$ cat src/rtl/osf_pkg.sv
package osf_pkg;

  localparam int NUM_CH   = 2;
  localparam int CH_LEFT  = 0;
  localparam int CH_RIGHT = 1;

  // Width of a counter that must hold values 0 .. n-1 (at least one bit).
  function automatic int cnt_width(input int n);
    return (n > 1) ? $clog2(n) : 1;
  endfunction

endpackage

$ cat src/rtl/osf_run_detect.sv
// Counts consecutive over-range samples; signals when the run reaches RUN_LEN.
module osf_run_detect #(
  parameter int RUN_LEN = 2
) (
  input  logic clk,
  input  logic rst,
  input  logic clr,
  input  logic sample,
  input  logic over,
  output logic qualify
);
  localparam int RW = osf_pkg::cnt_width(RUN_LEN);
  localparam logic [RW-1:0] TOP = RW'(RUN_LEN - 1);

  logic [RW-1:0] streak;

  // The sample that completes the run qualifies; later over-range samples keep qualifying.
  assign qualify = sample && over && (streak == TOP);

  always_ff @(posedge clk) begin
    if (rst || clr) begin
      streak <= '0;
    end else if (sample) begin
      if (!over) begin
        streak <= '0;
      end else if (streak != TOP) begin
        streak <= streak + RW'(1);
      end
    end
  end

endmodule

$ cat src/rtl/osf_hold_timer.sv
// Holds the flag for HOLD steps after the last restart.
module osf_hold_timer #(
  parameter int HOLD = 4096
) (
  input  logic clk,
  input  logic rst,
  input  logic clr,
  input  logic step,
  input  logic restart,
  output logic flag
);
  localparam int CW = osf_pkg::cnt_width(HOLD);
  localparam logic [CW-1:0] LAST = CW'(HOLD - 1);

  logic [CW-1:0] elapsed;

  always_ff @(posedge clk) begin
    if (rst || clr) begin
      flag    <= 1'b0;
      elapsed <= '0;
    end else if (restart) begin
      flag    <= 1'b1;
      elapsed <= '0;
    end else if (step && flag) begin
      if (elapsed == LAST) begin
        flag    <= 1'b0;
        elapsed <= '0;
      end else begin
        elapsed <= elapsed + CW'(1);
      end
    end
  end

endmodule

$ cat src/rtl/osf_channel.sv
// One channel: run detector feeding a hold timer.
module osf_channel #(
  parameter int HOLD_FRAMES = 4096,
  parameter int RUN_LEN     = 2
) (
  input  logic clk,
  input  logic rst,
  input  logic clr,
  input  logic tick,
  input  logic over,
  output logic flag
);
  logic qualify;

  osf_run_detect #(.RUN_LEN(RUN_LEN)) u_run (
    .clk     (clk),
    .rst     (rst),
    .clr     (clr),
    .sample  (tick),
    .over    (over),
    .qualify (qualify)
  );

  osf_hold_timer #(.HOLD(HOLD_FRAMES)) u_hold (
    .clk     (clk),
    .rst     (rst),
    .clr     (clr),
    .step    (tick),
    .restart (qualify),
    .flag    (flag)
  );

endmodule

$ cat src/rtl/osf_flag_gen.sv
// Top: per-channel over-scale flags with a run qualifier and a frame-counted hold.
module osf_flag_gen #(
  parameter int HOLD_FRAMES = 4096,
  parameter int RUN_LEN     = 2
) (
  input  logic clk,
  input  logic rst,
  input  logic frame_tick,
  input  logic over_left,
  input  logic over_right,
  input  logic dig_pd,
  output logic flag_left,
  output logic flag_right
);
  import osf_pkg::*;

  logic [NUM_CH-1:0] over_vec;
  logic [NUM_CH-1:0] flag_vec;

  assign over_vec[CH_LEFT]  = over_left;
  assign over_vec[CH_RIGHT] = over_right;

  for (genvar c = 0; c < NUM_CH; c++) begin : g_ch
    osf_channel #(
      .HOLD_FRAMES (HOLD_FRAMES),
      .RUN_LEN     (RUN_LEN)
    ) u_ch (
      .clk  (clk),
      .rst  (rst),
      .clr  (dig_pd),
      .tick (frame_tick),
      .over (over_vec[c]),
      .flag (flag_vec[c])
    );
  end

  assign flag_left  = flag_vec[CH_LEFT];
  assign flag_right = flag_vec[CH_RIGHT];

endmodule

$ cat config.mk
export PLATFORM = sky130hd
export DESIGN_NAME = osf_flag_gen
export DESIGN_NICKNAME = d
export VERILOG_FILES = /design/src/rtl/osf_pkg.sv /design/src/rtl/osf_run_detect.sv /design/src/rtl/osf_hold_timer.sv /design/src/rtl/osf_channel.sv /design/src/rtl/osf_flag_gen.sv
export SDC_FILE = /design/constraint.sdc
export NUM_CORES = 1
export LEC_CHECK = 0
export BUFFER_PORTS_ARGS = -buffer_cell sky130_fd_sc_hd__buf_4
export CAP_MARGIN = 25
export CORE_MARGIN = 1
export CORE_UTILIZATION = 38
export DETAILED_ROUTE_END_ITERATION = 16
export PLACE_DENSITY = 0.56
export SETUP_SLACK_MARGIN = 0.15
export SLEW_MARGIN = 10
export SYNTH_ARGS = -nofsm -noshare
export SYNTH_HDL_FRONTEND = slang
export SYNTH_HIERARCHICAL = 1
export SYNTH_SLANG_ARGS = --single-unit
$ cat constraint.sdc
create_clock -name clk -period 4.5 [get_ports clk]
set_input_delay 0.9 -clock clk [delete_from_list [all_inputs] [get_ports clk]]
set_output_delay 0.9 -clock clk [all_outputs]
set_load 0.02 [all_outputs]
# Word-level counts from Yosys, hierarchy flattened
# Index checks and enable logic that the tools add are counted.
# totals
output_inout_bits	2
elab_cells	39
reg_bits	28
# op_classes
n_eq_ne	2
n_reduce_logical	15
addsub	4
muxes	12
# op_table
cell	count
12-bit by 1-bit adder with 12-bit output, second input constant	2
12-bit equality test, second input constant	2
12-bit 2-to-1 mux	2
1-bit 2-to-1 mux	10
2-bit nonzero test	4
1-bit logical AND	6
2-bit AND reduction	2
2-bit OR reduction	2
1-bit adder, second input constant	2
1-bit logical OR	1

# Depth between registers and ports, before layout
# depth
depth_word	4
depth_mapped	5

# By module
# The synthesis kept the hierarchy.
# modules_own_cells
mod	area_per_inst_um2	n_inst	seq_area_each_um2	cells_per_inst
osf_hold_timer	618.1	2	260.2	72
osf_run_detect	47.5	2	20.0	4

# Worst setup path after synthesis
# No wires, ideal clock.
# synth_path
path_type	input-to-reg
startpoint	input port frame_tick
endpoint	register g_ch[0].u_ch.u_hold.elapsed[3]
path_buffers	1
cell_stages	5
required_time_ps	4429
t_arrival_ps	1969
slack_ps	2461
path_cell_list	and3_2 -> or3_1 -> clkbuf_1 -> o21bai_1 -> a21oi_1
# synth_via
elab_chain_cells	3
# synth_lines
item	line_no	text
start, declared	osf_flag_gen.sv:8	input logic frame_tick,
1-bit logical AND (2 in a row)	osf_run_detect.sv:18	assign qualify = sample && over && (streak == TOP);
2-bit OR reduction (no line)	--	
end signal, assigned	osf_hold_timer.sv:29	elapsed <= elapsed + CW'(1);
end, declared	osf_hold_timer.sv:15	logic [CW-1:0] elapsed;
# Parallel ways exist; a longest one is shown, timed or not.
# A chain may end at the register's enable or synchronous reset.

# Worst setup path in the final report
# layout_path
startpoint	input port frame_tick
endpoint	register g_ch[1].u_ch.u_hold.elapsed[11]
# layout_via
elab_chain_cells	3
# layout_lines
item	line_no	text
1-bit logical AND (2 in a row)	osf_run_detect.sv:18	
net g_ch[1].u_ch.qualify	osf_channel.sv:13	logic qualify;
2-bit OR reduction (no line)	--	
end signal, assigned	osf_hold_timer.sv:29	
end, declared	osf_hold_timer.sv:15	
# The timed path passes the listed nets, and every way through them passes these cells.

==> PnR_summary.wiki <==
{| class="wikitable"
! Metric !! Value
|-
| Initial antenna violation count || 0
|-
| Die height || 61.2 um
|-
| Post-detailed-route via-to-cell ratio || about 5.3
|-
| Final net count || 168
|-
| Cell area after technology mapping || approximately 1300 um^2
|-
| Clock-pin slew reported for the worst setup and hold paths after clock tree synthesis || about 0.14 ns
|-
| # DRC || 0
|-
| Unrepaired setup endpoints after global routing || no
|-
| Global routing usage summed across all routing layers || 15.9%
|-
| Pleak || between 0.4 and 0.5 nW
|-
| Number of CTS-inserted buffers || 3
|-
| Setup violators final || 0
|-
| Main combinational cell family by area after synthesis || simple AND/OR/NAND/NOR gates
|-
| Sequential standard cell area || ~560 um^2
|-
| Mux contribution to synthesized area || 1.50%
|-
| Outcome || complete, no violations
|-
| Worst-path maximum fanout || 10
|-
| Critical Path RT || 4.76 ns
|-
| Adder-cell share of the synthesized area || 1.88%
|-
| Crit. End Element || flip-flop
|-
| Power density cells || around 290 nW/um^2
|-
| Highest clock rate || 0.507 GHz
|-
| Category of the worst setup path launch point || input pin
|-
| Most frequent cells in the layout || sky130_fd_sc_hd__dfxtp_1 (28), sky130_fd_sc_hd__nor2_1 (20), sky130_fd_sc_hd__nand2_1 (10), sky130_fd_sc_hd__xor2_1 (10)
|-
| Port Buffers || 7
|-
| Clock latency on the worst-skew pair || 0.33 ns
|-
| Warning count from the yosys run || 6
|-
| Wire per inst || about 13 um
|-
| Share of final-layout standard cells stronger than drive strength 1 || a little under a fifth
|-
| Largest clock skew in the final design || about 0.016 ns
|-
| Mapped Nets || 160
|-
| Simple-Gate Fraction of Synth Area || between 30% and 40%
|-
| Via count || between 1000 and 1500
|-
| Final worst-path cycle share || between 40% and 50%
|-
| Switch share || about 20%
|-
| Synthesized area per cell || between 8 and 9 um^2
|-
| Compound-cell area share of the yosys netlist || under 10%
|-
| Headroom to the max-slew limit || 67.6%
|-
| Via count of the first global-routing pass || approximately 990
|-
| Cell chosen for the clock root || sky130_fd_sc_hd__clkbuf_4
|-
| Slew of the pin with the lowest slew margin || just under 0.5 ns
|-
| Path type of the worst setup path || input pin to flip-flop
|-
| TritonCTS clock tree || built
|-
| Clock Tree Buf Depth || 2
|-
| Worst ir drop on vdd || ~0.12 mV
|-
| Number of levels in the clock H-tree || 1
|-
| Antenna cell count || 0
|-
| Detailed Routing Iterations Pass 1 || 5
|-
| Share of total power in the clock network || about two fifths
|-
| Count of nets left with antenna violations after detail routing || 0
|-
| Net Switching || around 0.000085 W
|-
| Standard-cell row count || 21
|-
| Internal power of the cells || 0.000344 W
|-
| EDFF count, synth || 0
|-
| Top FF cell, synth || sky130_fd_sc_hd__dfxtp_1
|-
| Number of distinct library cells after synthesis || 28
|-
| Number of sinks handled by clock tree synthesis || 28
|-
| Setup TNS || 0 ns
|-
| Combinational Power Share || about 3.3%
|-
| Sequential cell fraction of total power || between 50 and 60%
|-
| HPWL Detailed || 1910 um
|-
| Layout-stage area growth over the synthesis result || 11.1%
|-
| Horizontal extent of the die || between 60 and 70 um
|-
| Number of standard cells after synthesis || 152
|-
| Final worst slack || 2.53 ns
|-
| Count of endpoints failing hold in the final timing report || 0
|-
| Most common library cell in the layout ignoring fill and taps || sky130_fd_sc_hd__dfxtp_1
|-
| Sequential area share after synthesis || 42.1%
|-
| Worst hold path class || flip-flop to flip-flop
|-
| Multi-input gate area || roughly 740 um^2
|-
| Final global-route overflow total || 0
|-
| Full die area || about 3700 um^2
|-
| Final number of max-transition violations || 0
|-
| Number of gates resized after cts || 0
|-
| Effective utilization at floorplan || 39.9%
|-
| Final weighted congestion of routability-driven global placement || about 0.73
|-
| # Max-Cap Violations || 0
|-
| Routed wire length || 2590 um
|-
| Wire length of the first global-routing pass || between 4000 and 5000 um
|-
| Number of fillers in the final layout || approximately 330
|-
| Area share of xor/xnor cells in the synthesized design || about a tenth
|-
| Setup repair bufs after CTS || 0
|-
| Final critical delay including setup and external delays || ~2.0 ns
|-
| Area of the core || 3340 um^2
|-
| Share of flip-flops with an asynchronous set or reset after synthesis || 0%
|-
| Synthesized flop and latch total || 28
|-
| Largest net degree at the start of global routing || 17
|-
| Hold buffers post-CTS || 0
|-
| IO Pins || 8
|-
| Number of DRC markers after the initial detailed-route iteration || a little under 80
|-
| Arrival @ worst endpoint || around 2.2 ns
|-
| Setup WS pre-CTS || 2.17 ns
|}
-- per-stage QoR --
stage | std cells | total power, W | cell area, um^2 | hold WS (ns) | utilization (%)
6_report | 205 | 0.000430 | 1480 | 0.521 | 44.3
5_1_grt | 205 | 0.000446 | 1480 | 0.552 | 44.3
4_1_cts | 205 | 0.000436 | 1480 | 0.525 | 44.3
3_5_place_dp | 201 | 0.000269 | 1430 | 0.505 | 42.7
3_3_place_gp | 201 | 0.000268 | 1430 | 0.497 | 42.7
2_1_floorplan | 152 | 0.000261 | 1330 | 0.477 | -
-- cell type report --
cell class                 instances  share of cell area, %
tap                               46                   3.89
clock inverter                     1                   2.03
clock buffer                       3                   1.52
timing repair buffer               7                   3.55
sequential                        28                   37.9
multi-input combinational        116                   50.1
inverter                           4                   1.02
-- synthesized netlist by cell type, types with 4 or more instances --
cell type | count | area (um^2)
sky130_fd_sc_hd__a21oi_1 | 6 | 30.0
sky130_fd_sc_hd__clkbuf_1 | 4 | 15.0
sky130_fd_sc_hd__dfxtp_1 | 28 | 561
sky130_fd_sc_hd__inv_1 | 4 | 15.0
sky130_fd_sc_hd__nand2_1 | 10 | 37.5
sky130_fd_sc_hd__nand3_1 | 8 | 40.0
sky130_fd_sc_hd__nand4_1 | 8 | 50.1
sky130_fd_sc_hd__nor2_1 | 20 | 75.1
sky130_fd_sc_hd__nor4_1 | 8 | 50.1
sky130_fd_sc_hd__o21ai_0 | 6 | 30.0
sky130_fd_sc_hd__or3_1 | 4 | 25.0
sky130_fd_sc_hd__xnor2_1 | 6 | 52.6
sky130_fd_sc_hd__xor2_1 | 10 | 87.6
-- worst max-delay path, stage by stage --
cell and delay, ns:
sky130_fd_sc_hd__buf_4 0.15, sky130_fd_sc_hd__and3_2 0.23, sky130_fd_sc_hd__or3_1 0.48, sky130_fd_sc_hd__o21bai_1 0.31, sky130_fd_sc_hd__a21oi_2 0.16
-- state kept, by name, indices dropped and copies added (netlist names) --
register,cells
g_ch.u_ch/u_hold/elapsed,24
g_ch.u_ch/u_hold/flag,2
g_ch.u_ch/u_run/streak,2
-- layer usage --
metal	up-vias	wire (um)	track usage (%)
met5	-	0	0
met4	0	22	6.82
met3	2	81	2.52
met2	19	1110	23.6
met1	508	1380	22.8
li1	555	-	-
-- power by group through the flow --
stage | Clock (W) | Sequential, W | Combinational (W)
2_1_floorplan | 0 | 0.000254 | 0.00000678
3_3_place_gp | 0 | 0.000254 | 0.0000140
3_5_place_dp | 0 | 0.000254 | 0.0000143
4_1_cts | 0.000173 | 0.000249 | 0.0000143
5_1_grt | 0.000181 | 0.000249 | 0.0000156
6_report | 0.000166 | 0.000249 | 0.0000142
-- logic make-up (layout without fill, tap and decap cells) --
group                      count (synthesis)  in the layout
and+or+nand+nor                           78             78
muxes                                      2              2
adders and majority gates                  2              2
DFF                                       28             28
xor gates and xnor gates                  16             16
buffers and inverters                      8             15
AOI/OAI and AO/OA                         18             18
-- final timing paths --
path / from / slack (ns) / cells after the start / to
setup / recovery: frame_tick / 2.53 / 5 / g_ch[1].u_ch/u_hold/elapsed[11]$_SDFFE_PP0P_
hold / removal: g_ch[1].u_ch/u_hold/elapsed[1]$_SDFFE_PP0P_ / 0.52 / 2 / g_ch[1].u_ch/u_hold/elapsed[1]$_SDFFE_PP0P_
setup reg to reg: g_ch[1].u_ch/u_hold/flag$_SDFFE_PP0P_ / 2.94 / 4 / g_ch[1].u_ch/u_hold/elapsed[11]$_SDFFE_PP0P_
hold reg to reg: g_ch[1].u_ch/u_hold/elapsed[1]$_SDFFE_PP0P_ / 0.52 / 2 / g_ch[1].u_ch/u_hold/elapsed[1]$_SDFFE_PP0P_
Power figures use the tool's default switching activity.
